$ cat src/rtl/dxfer_pkg.sv
package dxfer_pkg;

    localparam int FMT_W = 3;
    localparam logic [FMT_W-1:0] FMT_RGBA8 = 3'd0;
    localparam logic [FMT_W-1:0] FMT_RGB8  = 3'd1;
    localparam int SRC_BYTES = 4;
    localparam int DST_BYTES = 3;

    typedef enum logic [2:0] {
        ST_IDLE,
        ST_RD,
        ST_CAP,
        ST_WR0,
        ST_WR1,
        ST_WR2
    } xfer_state_e;

    typedef struct packed {
        logic [7:0] c2;
        logic [7:0] c1;
        logic [7:0] c0;
    } rgb_t;

    // lowest-address byte sits in bits 7:0; the top byte (alpha) is dropped
    function automatic rgb_t strip_alpha(input logic [31:0] w);
        rgb_t p;
        p.c0 = w[7:0];
        p.c1 = w[15:8];
        p.c2 = w[23:16];
        return p;
    endfunction

    function automatic logic [7:0] pick_byte(input rgb_t p, input logic [1:0] sel);
        logic [7:0] b;
        case (sel)
            2'd0:    b = p.c0;
            2'd1:    b = p.c1;
            default: b = p.c2;
        endcase
        return b;
    endfunction

    function automatic logic fmt_pair_ok(input logic [FMT_W-1:0] fi,
                                         input logic [FMT_W-1:0] fo);
        return (fi == FMT_RGBA8) && (fo == FMT_RGB8);
    endfunction

endpackage

$ cat src/rtl/dxfer_addr_gen.sv
module dxfer_addr_gen
    import dxfer_pkg::*;
#(
    parameter int AW    = 32,
    parameter int DIM_W = 12
) (
    input  logic             clk,
    input  logic             rst,
    input  logic             load,
    input  logic             adv,
    input  logic [AW-1:0]    src_base,
    input  logic [AW-1:0]    dst_base,
    input  logic [DIM_W-1:0] in_width,
    input  logic [DIM_W-1:0] out_width,
    input  logic [DIM_W-1:0] out_height,
    input  logic             hscale,
    output logic [AW-1:0]    src_addr,
    output logic [AW-1:0]    dst_addr,
    output logic             last
);

    localparam logic [AW-1:0] DST_STEP = AW'(DST_BYTES);

    logic [DIM_W-1:0] col_q, row_q, ow_q, oh_q;
    logic [AW-1:0]    src_row_q, src_px_q, dst_q, stride_q;
    logic             hs_q;
    logic [AW-1:0]    px_step;
    logic             row_end;
    logic [AW-1:0]    stride_ld;

    assign px_step   = hs_q ? AW'(2 * SRC_BYTES) : AW'(SRC_BYTES);
    assign row_end   = (col_q == ow_q - 1'b1);
    assign last      = row_end && (row_q == oh_q - 1'b1);
    assign stride_ld = hscale ? (AW'(in_width) << 3) : (AW'(in_width) << 2);

    always_ff @(posedge clk) begin
        if (rst) begin
            col_q     <= '0;
            row_q     <= '0;
            ow_q      <= '0;
            oh_q      <= '0;
            src_row_q <= '0;
            src_px_q  <= '0;
            dst_q     <= '0;
            stride_q  <= '0;
            hs_q      <= 1'b0;
        end else if (load) begin
            col_q     <= '0;
            row_q     <= '0;
            ow_q      <= out_width;
            oh_q      <= out_height;
            src_row_q <= src_base;
            src_px_q  <= src_base;
            dst_q     <= dst_base;
            stride_q  <= stride_ld;
            hs_q      <= hscale;
        end else if (adv) begin
            dst_q <= dst_q + DST_STEP;
            if (row_end) begin
                col_q     <= '0;
                row_q     <= row_q + 1'b1;
                src_row_q <= src_row_q + stride_q;
                src_px_q  <= src_row_q + stride_q;
            end else begin
                col_q    <= col_q + 1'b1;
                src_px_q <= src_px_q + px_step;
            end
        end
    end

    assign src_addr = src_px_q;
    assign dst_addr = dst_q;

    // destination advances by one packed pixel per completed pixel
    a_r4_dst_advance: assert property (@(posedge clk) disable iff (rst)
        (adv && !last) |=> (dst_addr == $past(dst_addr) + DST_STEP));

    // within a row the source advances by one (or two) source pixels
    a_r5_col_advance: assert property (@(posedge clk) disable iff (rst)
        (adv && !row_end) |=> (src_addr == $past(src_addr) + (hs_q ? AW'(8) : AW'(4))));

endmodule

$ cat src/rtl/dxfer_pack.sv
module dxfer_pack
    import dxfer_pkg::*;
(
    input  logic        clk,
    input  logic        rst,
    input  logic        cap,
    input  logic [31:0] rd_data,
    input  logic [1:0]  byte_sel,
    output logic [7:0]  wr_data
);

    rgb_t pix_q;

    always_ff @(posedge clk) begin
        if (rst) begin
            pix_q <= '0;
        end else if (cap) begin
            pix_q <= strip_alpha(rd_data);
        end
    end

    assign wr_data = pick_byte(pix_q, byte_sel);

endmodule

$ cat src/rtl/dxfer_ctrl.sv
module dxfer_ctrl
    import dxfer_pkg::*;
(
    input  logic       clk,
    input  logic       rst,
    input  logic       start,
    input  logic       cfg_ok,
    input  logic       empty,
    input  logic       last,
    output logic       rd_req,
    output logic       cap,
    output logic       wr_en,
    output logic [1:0] byte_sel,
    output logic       adv,
    output logic       load,
    output logic       busy,
    output logic       done,
    output logic       err
);

    xfer_state_e state_q;
    logic        done_q, err_q;

    always_ff @(posedge clk) begin
        if (rst) begin
            state_q <= ST_IDLE;
            done_q  <= 1'b0;
            err_q   <= 1'b0;
        end else begin
            case (state_q)
                ST_IDLE: begin
                    if (start) begin
                        done_q <= 1'b0;
                        err_q  <= 1'b0;
                        if (!cfg_ok) begin
                            err_q <= 1'b1;
                        end else if (empty) begin
                            done_q <= 1'b1;
                        end else begin
                            state_q <= ST_RD;
                        end
                    end
                end
                ST_RD:  state_q <= ST_CAP;
                ST_CAP: state_q <= ST_WR0;
                ST_WR0: state_q <= ST_WR1;
                ST_WR1: state_q <= ST_WR2;
                ST_WR2: begin
                    if (last) begin
                        state_q <= ST_IDLE;
                        done_q  <= 1'b1;
                    end else begin
                        state_q <= ST_RD;
                    end
                end
                default: state_q <= ST_IDLE;
            endcase
        end
    end

    always_comb begin
        byte_sel = 2'd0;
        case (state_q)
            ST_WR1:  byte_sel = 2'd1;
            ST_WR2:  byte_sel = 2'd2;
            default: byte_sel = 2'd0;
        endcase
    end

    assign rd_req = (state_q == ST_RD);
    assign cap    = (state_q == ST_CAP);
    assign wr_en  = (state_q == ST_WR0) || (state_q == ST_WR1) || (state_q == ST_WR2);
    assign adv    = (state_q == ST_WR2);
    assign load   = (state_q == ST_IDLE) && start && cfg_ok && !empty;
    assign busy   = (state_q != ST_IDLE);
    assign done   = done_q;
    assign err    = err_q;

    // an illegal format pair aborts at once with the error flag
    a_r8_bad_fmt: assert property (@(posedge clk) disable iff (rst)
        (start && !busy && !cfg_ok) |=> (err && !busy && !done));

    // completion flag holds until a new start
    a_r7_done_holds: assert property (@(posedge clk) disable iff (rst)
        (done && !start) |=> done);

    // while running neither status flag is set
    a_r2_busy_clean: assert property (@(posedge clk) disable iff (rst)
        busy |-> (!done && !err));

endmodule

$ cat src/rtl/dxfer_top.sv
module dxfer_top
    import dxfer_pkg::*;
#(
    parameter int AW    = 32,
    parameter int DIM_W = 12
) (
    input  logic             clk,
    input  logic             rst,
    input  logic             trig_wr,
    input  logic             trig_bit,
    input  logic [AW-1:0]    src_base,
    input  logic [AW-1:0]    dst_base,
    input  logic [DIM_W-1:0] in_width,
    input  logic [DIM_W-1:0] out_width,
    input  logic [DIM_W-1:0] out_height,
    input  logic [2:0]       in_fmt,
    input  logic [2:0]       out_fmt,
    input  logic             hscale,
    output logic             rd_req,
    output logic [AW-1:0]    rd_addr,
    input  logic [31:0]      rd_data,
    output logic             wr_en,
    output logic [AW-1:0]    wr_addr,
    output logic [7:0]       wr_data,
    output logic             busy,
    output logic             done,
    output logic             err
);

    logic          start, cfg_ok, empty, last;
    logic          cap, adv, load;
    logic [1:0]    byte_sel;
    logic [AW-1:0] src_addr, dst_addr;

    assign start  = trig_wr && trig_bit;
    assign cfg_ok = fmt_pair_ok(in_fmt, out_fmt);
    assign empty  = (out_width == '0) || (out_height == '0);

    dxfer_ctrl u_ctrl (
        .clk      (clk),
        .rst      (rst),
        .start    (start),
        .cfg_ok   (cfg_ok),
        .empty    (empty),
        .last     (last),
        .rd_req   (rd_req),
        .cap      (cap),
        .wr_en    (wr_en),
        .byte_sel (byte_sel),
        .adv      (adv),
        .load     (load),
        .busy     (busy),
        .done     (done),
        .err      (err)
    );

    dxfer_addr_gen #(.AW(AW), .DIM_W(DIM_W)) u_addr (
        .clk        (clk),
        .rst        (rst),
        .load       (load),
        .adv        (adv),
        .src_base   (src_base),
        .dst_base   (dst_base),
        .in_width   (in_width),
        .out_width  (out_width),
        .out_height (out_height),
        .hscale     (hscale),
        .src_addr   (src_addr),
        .dst_addr   (dst_addr),
        .last       (last)
    );

    dxfer_pack u_pack (
        .clk      (clk),
        .rst      (rst),
        .cap      (cap),
        .rd_data  (rd_data),
        .byte_sel (byte_sel),
        .wr_data  (wr_data)
    );

    assign rd_addr = src_addr;
    assign wr_addr = dst_addr + AW'(byte_sel);

    // reads are single-cycle requests, never back to back
    a_r10_read_gap: assert property (@(posedge clk) disable iff (rst)
        rd_req |=> !rd_req);

    // no memory write outside a running transfer
    a_r3_write_busy: assert property (@(posedge clk) disable iff (rst)
        wr_en |-> busy);

endmodule

$ cat config.mk
export PLATFORM = sky130hd
export DESIGN_NAME = dxfer_top
export DESIGN_NICKNAME = d
export VERILOG_FILES = /design/src/rtl/dxfer_pkg.sv /design/src/rtl/dxfer_addr_gen.sv /design/src/rtl/dxfer_pack.sv /design/src/rtl/dxfer_ctrl.sv /design/src/rtl/dxfer_top.sv
export SDC_FILE = /design/constraint.sdc
export NUM_CORES = 1
export LEC_CHECK = 0
export BUFFER_PORTS_ARGS = -buffer_cell sky130_fd_sc_hd__buf_2
export CAP_MARGIN = 10
export CORE_MARGIN = 8
export CORE_UTILIZATION = 27
export CTS_CLUSTER_SIZE = 20
export DETAILED_ROUTE_END_ITERATION = 10
export GPL_TIMING_DRIVEN = 0
export PLACE_DENSITY = 0.54
export SETUP_SLACK_MARGIN = 0.5
export SLEW_MARGIN = 20
export SYNTH_ARGS = -nofsm -noshare
export SYNTH_HDL_FRONTEND = slang
export SYNTH_SLANG_ARGS = --single-unit
$ cat constraint.sdc
create_clock -name clk -period 3.57 [get_ports clk]
set_clock_uncertainty 0.15 [all_clocks]
set_input_delay 0.357 -clock clk [delete_from_list [all_inputs] [get_ports clk]]
set_output_delay 0.357 -clock clk [all_outputs]
set_load 0.05 [all_outputs]
==> flow_metrics.tcl, run 1 <==
set metrics [dict create \
    outcome "finished with violations" \
    violations "negative setup slack" \
    hold_ws_ps 14.7 \
    synth_area_per_cell_um2 7.67 \
    cts_sinks 187 \
    critPathLaunchType "register" \
    grt_pass1_wl_um 71600 \
    drt_iter0_markers 909 \
    synth_top_area_cell "dfxtp_1" \
    core_area_um2 41600 \
    grt_max_degree 18 \
    yosys_register_bits 187 \
    syn_area_um2 11300 \
    synthDominantCellAreaShare 0.332 \
    worst_slack_ps -144 \
    utilization 0.410 \
    powerDensity_nw_per_um2 267 \
    wirelength_um 49000 \
    final.setup.tns_ps -1020 \
    nFillCells 4154 \
    ys_async_sr_fraction 0 \
    firstDrtPassIters 5 \
    fmax_ghz 0.269 \
    synthCells 1468 \
    multi_input_area_um2 8490 \
    cts_tree "done" \
    rsz0062_at_grt "yes" \
    required_ps 3060 \
    seqCellArea_um2 3760 \
    reg2reg_slack_ps 210 \
    ir_drop_mv 0.268 \
    worst_pin_slew_ps 999 \
    drive_above_1_share 0.305 \
    critPathSlowestCell "or3_4" \
    post_drt_wl_per_cell_um 20.5 \
    crit_arrival_ps 3210 \
    final-setup-viol-count 14 \
    fin_nets 2001 \
    syn2layout_area_growth_pct 51.5 \
    portBuffers 209 \
    cts-buffers-inserted 17 \
    p_leak_nw 6.59 \
    p_int_mw 3.37 \
    ant_nets 0 \
    die_area_um2 48500 \
    fin_crit_sh 1.04 \
    crit_fanout 3 \
    period_needed_ps 3710 \
    clockBufferDepth 2 \
    crit_type "register to output pin" \
    synth_nets 1636 \
    clockRootBuffer "clkbuf_16" \
    vias 12512 \
    die_w_um 220 \
    p_sw_mw 1.19 \
    cp-end-kind "output pin" \
    via_per_inst 5.24 \
    hold_class "input port to register" \
    num_rows 75 \
    hpwl_um 35400 \
    power_frac_seq 0.465 \
    ys_warn_count 0 \
    grt_antenna_before_repair 2 \
    slew-limit-headroom 0.334 \
    max_stage_delay_ps 420 \
    final_cell_mix "nand2_1, buf_2, dfxtp_1, a21oi_1, nor2_1" \
    ys.flop_type "dfxtp_1" \
    p_total_mw 4.56 \
    drv_cap 0 \
    combPwrFrac 0.078 \
    grt_pass1_vias 12073 \
    final_common_cell "nand2_1" \
    boundaryPins 220 \
    synthTopCellsByArea "dfxtp_1, nand2_1, a21oi_1, xor2_1, xnor2_1" \
    cts.htree.levels 4 \
    grt-ovfl-total 0 \
    ys_seq_area_frac 0.332 \
    synth_edf_count 0 \
    path_clk_slew_ps 70 \
    clock_latency_ps 470 \
    critical_path.cell_chain "nand2b_4 -> buf_8 -> or2_4 -> clkbuf_16 -> inv_8 -> clkbuf_16 -> buf_12 -> ha_4 -> a21oi_4 -> nor2_4 -> inv_2 -> nor2_4 -> nand2_4 -> or3_4 -> nor2_4 -> xor2_4 -> buf_8" \
    initial_core_util 0.271 \
    drt_drc_violations_left 0 \
    gp_congestion 0.919 \
    synthDistinctLibCells 67 \
    die_h_um 220 \
    slew_violations 0 \
    power_frac_clock 0.457 \
    final-hold-violation-count 0 \
    path_common_cell "nor2_4" \
    grt_usage 0.193 \
    power.share.switching 0.261 \
]
[stage by stage]
| stage | worst slack [ps] | cells | instance area [µm²] |
|---|---|---|---|
| after floorplan | 251 | 1468 | 11800 |
| after global placement | -346 | 2216 | 13600 |
| after detailed placement | -405 | 2216 | 13600 |
| after CTS | -237 | 2348 | 16100 |
| after global routing | -246 | 2384 | 17100 |
| final | -144 | 2387 | 17100 |
[worst max-delay path, delay by kind of cell, from the launching register on]
family / cells / cell delay, ps
compound gates: 1 / 60
xor+xnor: 1 / 160
fa+ha+maj: 1 / 130
buf+inv: 7 / 760
flops: 1 / 350
simple gates: 7 / 1280
[cells in the mapped netlist (7+ instances only)]
library cell and n:
a211oi_1 42, a21oi_1 151, a221oi_1 10, a31oi_1 10, and2_1 10, and3_1 25, and4_1 10, buf_1 11
buf_2 7, clkbuf_1 72, dfxtp_1 187, ha_1 22, inv_1 28, mux2i_1 39, nand2_1 221, nand2b_1 8
nand3_1 51, nand3b_1 9, nand4_1 32, nor2_1 128, nor2b_1 15, nor3_1 39, nor4_1 19, o211ai_1 11
o21ai_0 56, o21bai_1 14, o221ai_1 7, or3_1 11, xnor2_1 64, xor2_1 73
[layout make-up]
cell class | count | area share
timing repair buffer | 346 | 0.163
tap | 539 | 0.0395
sequential | 187 | 0.220
buffer | 93 | 0.0367
clock inverter | 14 | 0.0107
clock buffer | 17 | 0.0249
inverter | 28 | 0.00660
antenna | 3 | 0.000440
multi-input combinational | 1160 | 0.498
[power by group through the flow]
stage                     Sequential [mW]  Clock (mW)  Combinational (mW)
final                                2.12        2.08               0.356
after CTS                            2.12        2.11               0.339
after floorplan                      2.19           0               0.104
after global routing                 2.12        2.19               0.378
after detailed placement             2.17           0               0.285
after global placement               2.17           0               0.283
[flip-flops by register name, indices dropped and copies added, names as in the netlist]
name / cells
u_addr.dst_addr: 32
u_addr.src_addr: 32
u_addr.src_row_q: 32
u_pack.pix_q: 24
u_addr.stride_q: 13
u_addr.col_q: 12
u_addr.oh_q: 12
u_addr.ow_q: 12
u_addr.row_q: 12
u_ctrl.state_q: 3
u_addr.hs_q: 1
u_ctrl.done: 1
u_ctrl.err: 1
[final timing paths]
path	endpoint	depth (start not counted)	from
worst max-delay path	wr_addr[31]	17	u_ctrl.state_q[1]
worst min-delay path	u_addr.ow_q[9]	3	out_width[9]
worst max register to register	u_addr.src_row_q[27]	12	u_addr.ow_q[0]
worst min register to register	u_pack.pix_q[23]	2	u_pack.pix_q[23]
[what timing repair did]
action	in CTS	in global routing
setup buffers	46	33
endpoints found under the setup margin	150	183
gates resized for setup	249	179
endpoints found under the hold margin	50	0
pin swaps	77	76
cloned	5	3
hold buffers	50	0
[routing by layer]
layer,GRT usage,share of wire
met1,0.243,0.43
met2,0.315,0.46
met3,0.0418,0.073
met4,0.0828,0.036
met5,0,0.00027
[logic make-up after synthesis]
kind of cell / synth area share
AO/OA/AOI/OAI: 0.192
XOR/XNOR: 0.107
adder cells (fa/ha/maj): 0.0298
buffers and inverters: 0.0424
flip-flops: 0.332
multiplexers: 0.0407
AND/OR/NAND/NOR: 0.257
No activity file was read; power rests on OpenSTA's default activity.
==> run 2, diff against run 1 <==
Settings changed: CAP_MARGIN 10 to 30, CORE_ASPECT_RATIO from default to 1.25, RECOVER_POWER from default to 50.
==> flow_metrics.tcl, run 2 (synthesis results as in run 1) <==
set metrics [dict create \
    vias 12629 \
    die_h_um 244 \
    final-setup-viol-count 18 \
    fin_nets 2016 \
    violations "negative setup slack" \
    rsz0062_at_grt "yes" \
    firstDrtPassIters 5 \
    clockBufferDepth 2 \
    die_w_um 199 \
    via_per_inst 5.23 \
    grt-ovfl-total 0 \
    drt_iter0_markers 857 \
    final_area_um2 17200 \
    grt_antenna_before_repair 12 \
    holdPathStages 3 \
    r2r-start "u_addr.ow_q[0]" \
    crit_type "register to output pin" \
    ir_drop_mv 0.351 \
    path_common_cell "clkbuf_16" \
    cp-end-kind "output pin" \
    core_area_um2 41100 \
    cts_tree "done" \
    rr_worst_depth 11 \
    ant_nets 0 \
    slew_violations 0 \
    cts-buffers-inserted 17 \
    die_area_um2 48500 \
    hold_class "input port to register" \
    p_leak_nw 6.48 \
    cts.htree.levels 4 \
    critical_path.cell_chain "nand2b_4 -> clkbuf_16 -> or2_4 -> clkbuf_16 -> inv_8 -> clkbuf_16 -> buf_12 -> ha_4 -> a21oi_2 -> nor2_2 -> inv_2 -> nor2_4 -> nand2_4 -> or3_4 -> nor2_4 -> xor2_4 -> buf_6" \
    final_cell_mix "nand2_1, dfxtp_1, buf_2, a21oi_1, clkbuf_1" \
    hpwl_um 36400 \
    postPlaceCellArea_um2 13600 \
    post_drt_wl_per_cell_um 20.9 \
    final_common_cell "nand2_1" \
    fmax_ghz 0.267 \
    period_needed_ps 3750 \
    reg2reg_slack_ps 220 \
    worst_pin_slew_ps 1050 \
    crit_arrival_ps 3240 \
    hp-start "dst_base[12]" \
    worst_slack_ps -179 \
    min_delay_worst_endpoint "u_addr.dst_addr[12]" \
    num_rows 83 \
    portBuffers 209 \
    drv_cap 0 \
    r2r-end "u_addr.src_addr[12]" \
    cp-startpoint "u_ctrl.state_q[1]" \
    path_clk_slew_ps 80 \
    gp_congestion 0.906 \
    crit_fanout 4 \
    fin_crit_sh 1.05 \
    grt_usage 0.198 \
    required_ps 3060 \
    wirelength_um 50400 \
    max_stage_delay_ps 410 \
    dpl_worst_slack_ps -377 \
    initial_core_util 0.274 \
    clockRootBuffer "clkbuf_16" \
    powerDensity_nw_per_um2 264 \
    final-hold-violation-count 0 \
    syn2layout_area_growth_pct 52.8 \
    grt_pass1_vias 12573 \
    outcome "finished with violations" \
    critPathSlowestCell "or3_4" \
    p_total_mw 4.53 \
    drt_drc_violations_left 0 \
    critPathLaunchType "register" \
    drive_above_1_share 0.284 \
    final.setup.tns_ps -1790 \
    grt_pass1_wl_um 73500 \
    grt_max_degree 19 \
    cts_sinks 187 \
    clock_latency_ps 470 \
    slew-limit-headroom 0.297 \
    hold_ws_ps 11.8 \
    boundaryPins 220 \
]
[run 2: changes by cell type in the layout (fill, tap and decap cells not counted), moves of 4 or more]
cell and change:
clkbuf_1 +54, buf_2 -51, buf_6 +4, dlygate4sd3_1 +5, buf_8 -5, buf_4 +7
[run 2: how the worst max path moves through the flow]
stage	to	slack [ps]	depth (start not counted)
finish	wr_addr[31]	-180	17
global route	wr_addr[21]	-300	17
CTS	wr_addr[31]	-240	17
detailed placement	u_addr.col_q[3]	-380	9
global placement	u_addr.col_q[11]	-360	9
floorplan	wr_addr[31]	250	16
[run 2: area by class of cell]
type | count | area (µm²)
antenna | 3 | 7.51
multi-input combinational | 1160 | 8540
fill | 4229 | 23900
sequential | 187 | 3760
buffer | 93 | 634
inverter | 28 | 113
tap | 552 | 691
clock inverter | 15 | 185
clock buffer | 17 | 425
timing repair buffer | 361 | 2850
[run 2: critical path, delay by kind of cell, from the launching register on]
kind / cells / cell delay (ps)
AO/OA/AOI/OAI: 1 / 50
XOR/XNOR: 1 / 150
adder cells (fa/ha/maj): 1 / 120
buffers and inverters: 7 / 840
flip-flops: 1 / 340
AND/OR/NAND/NOR: 7 / 1270
[run 2: metal layers]
layer	share of wire	track usage	vias to the layer above
li1	-	-	5975
met1	0.39	0.226	6006
met2	0.49	0.338	479
met3	0.076	0.0484	151
met4	0.049	0.101	18
met5	0.0023	0	-
[run 2: timing repair]
action | CTS | global route
cloned | 5 | 1
hold endpoints to repair | 55 | 0
hold buffers | 55 | 0
pin swaps | 104 | 83
setup buffers | 59 | 31
endpoints found under the setup margin | 153 | 161
resized for setup | 264 | 163
[run 2: power by group]
| part | internal, mW | switching [mW] | total, mW |
|---|---|---|---|
| Combinational | 0.156 | 0.202 | 0.358 |
| Clock | 1.06 | 0.997 | 2.06 |
| Sequential | 2.10 | 0.0222 | 2.12 |
| Total | 3.31 | 1.22 | 4.53 |
[run 2: stage by stage]
step,util,instances
after floorplan,-,1468
after global placement,0.330,2229
after detailed placement,0.330,2230
after CTS,0.398,2381
after global routing,0.418,2414
final,0.418,2416
==> run 3, diff against run 2 <==
Settings changed: MAX_ROUTING_LAYER from default to met4, SETUP_SLACK_MARGIN 0.5 to 0.05, SLEW_MARGIN 20 to 30.
==> flow_metrics.tcl, run 3 (synthesis results as in run 1) <==
set metrics [dict create \
    vias 11972 \
    path_clk_slew_ps 70 \
    powerDensity_nw_per_um2 302 \
    fmax_ghz 0.289 \
    grt-ovfl-total 0 \
    die_area_um2 48500 \
    drt_iter0_markers 614 \
    power.share.switching 0.248 \
    drt_drc_violations_left 0 \
    fin_crit_sh 0.971 \
    p_int_mw 3.38 \
    grt_antenna_before_repair 9 \
    slew-limit-headroom 0.314 \
    period_needed_ps 3470 \
    final_cell_mix "nand2_1, dfxtp_1, a21oi_1, buf_2, clkbuf_1" \
    clockRootBuffer "clkbuf_16" \
    core_area_um2 41100 \
    ir_drop_mv 0.336 \
    required_ps 3800 \
    post_drt_wl_per_cell_um 20.0 \
    ant_nets 0 \
    power_frac_clock 0.455 \
    rsz0062_at_grt "yes" \
    hold_class "input port to register" \
    die_h_um 244 \
    final-hold-violation-count 0 \
    cts.htree.levels 4 \
    clockBufferDepth 2 \
    firstDrtPassIters 5 \
    critPathLaunchType "register" \
    wirelength_um 46800 \
    crit_arrival_ps 3690 \
    power_frac_seq 0.472 \
    seqCellArea_um2 3750 \
    fin_cells 2343 \
    clock_latency_ps 450 \
    gp_congestion 0.952 \
    cts_tree "done" \
    cp-end-kind "register" \
    worst_slack_ps 105 \
    drv_cap 0 \
    combPwrFrac 0.073 \
    grt_pass1_vias 12118 \
    multi_input_area_um2 7530 \
    crit_fanout 9 \
    place_inst 2229 \
    portBuffers 209 \
    boundaryPins 220 \
    die_w_um 199 \
    cts-buffers-inserted 17 \
    via_per_inst 5.11 \
    nFillCells 4490 \
    p_leak_nw 5.45 \
    hpwl_um 36400 \
    worst_pin_slew_ps 1030 \
    final_common_cell "nand2_1" \
    crit_type "register to register" \
    cts_sinks 187 \
    slew_violations 0 \
    p_sw_mw 1.11 \
    grt_max_degree 17 \
    grt_pass1_wl_um 70600 \
    final-setup-viol-count 0 \
    dpl_worst_slack_ps -1120 \
    num_rows 83 \
    fin_nets 1937 \
    grt_usage 0.194 \
    outcome "finished, final reports clean" \
    drive_above_1_share 0.179 \
    syn2layout_area_growth_pct 32.3 \
    initial_core_util 0.274 \
]
run 3: changes by cell type in the layout (fill, tap and decap cells not counted), sizes merged:
cell,change
buf,-79
clkbuf,+19
dlygate4sd3,-12
inv,-7
diode,+6
run 3: metrics by stage:
stage	TNS [ps]	utilization	hold slack (ps)	power [mW]	area [µm²]
6_report	0	0.362	27.8	4.50	14900
5_1_grt	-2.05	0.362	13.2	4.64	14900
4_1_cts	-247	0.361	1.66	4.54	14900
3_5_place_dp	-23060	0.323	297	2.46	13300
3_3_place_gp	-22670	0.323	293	2.46	13300
2_1_floorplan	-103	-	286	2.30	11500
run 3: what timing repair did:
| action | 4_1_cts | 5_1_grt |
|---|---|---|
| gates resized for setup | 89 | 34 |
| hold buffers | 43 | 0 |
| setup endpoints to repair | 59 | 115 |
| buffers inserted | 24 | 13 |
| pin swaps | 18 | 13 |
| endpoints found under the hold margin | 43 | 0 |
run 3: per-layer routing:
| metal | routed length, µm | share of wire | global-route usage | up-vias |
|---|---|---|---|---|
| li1 | - | - | - | 5815 |
| met1 | 19000 | 0.40 | 0.216 | 5654 |
| met2 | 23000 | 0.49 | 0.329 | 405 |
| met3 | 2590 | 0.055 | 0.0378 | 98 |
| met4 | 2310 | 0.049 | 0.0978 | 0 |
| met5 | 0 | 0 | - | - |
run 3: area by class of cell:
cell class                      instances  area share
Antenna cell                            9     0.00151
Clock buffer                           24      0.0343
Tap cell                              552      0.0463
Clock inverter                          8     0.00722
Buffer                                 86      0.0253
Multi-Input combinational cell       1160       0.506
Sequential cell                       187       0.252
Timing Repair Buffer                  289       0.120
Inverter                               28     0.00823
run 3: worst paths after layout:
check	cells after the start	slack [ps]	from	to
worst max-delay path	9	100	u_addr.ow_q[2]	u_ctrl.done
worst min-delay path	3	30	dst_base[22]	u_addr.dst_addr[22]
worst min register to register	2	310	u_pack.pix_q[23]	u_pack.pix_q[23]
worst max register to register	9	100	u_addr.ow_q[2]	u_ctrl.done
run 3: power by group through the flow:
stage	registers (mW)	logic (mW)	clock network, mW
final	2.12	0.328	2.05
after global routing	2.12	0.351	2.17
after CTS	2.12	0.331	2.09
after global placement	2.17	0.288	0
after floorplan	2.19	0.104	0
after detailed placement	2.17	0.291	0
run 3: critical path: stages (launching register included):
cell and delay, ps:
dfxtp_1 400, or4_1 620, nor4_1 310, mux2i_1 200, or2_2 370, or3_1 310, buf_2 200, nor4_1 510
o22ai_1 160, a21oi_1 160
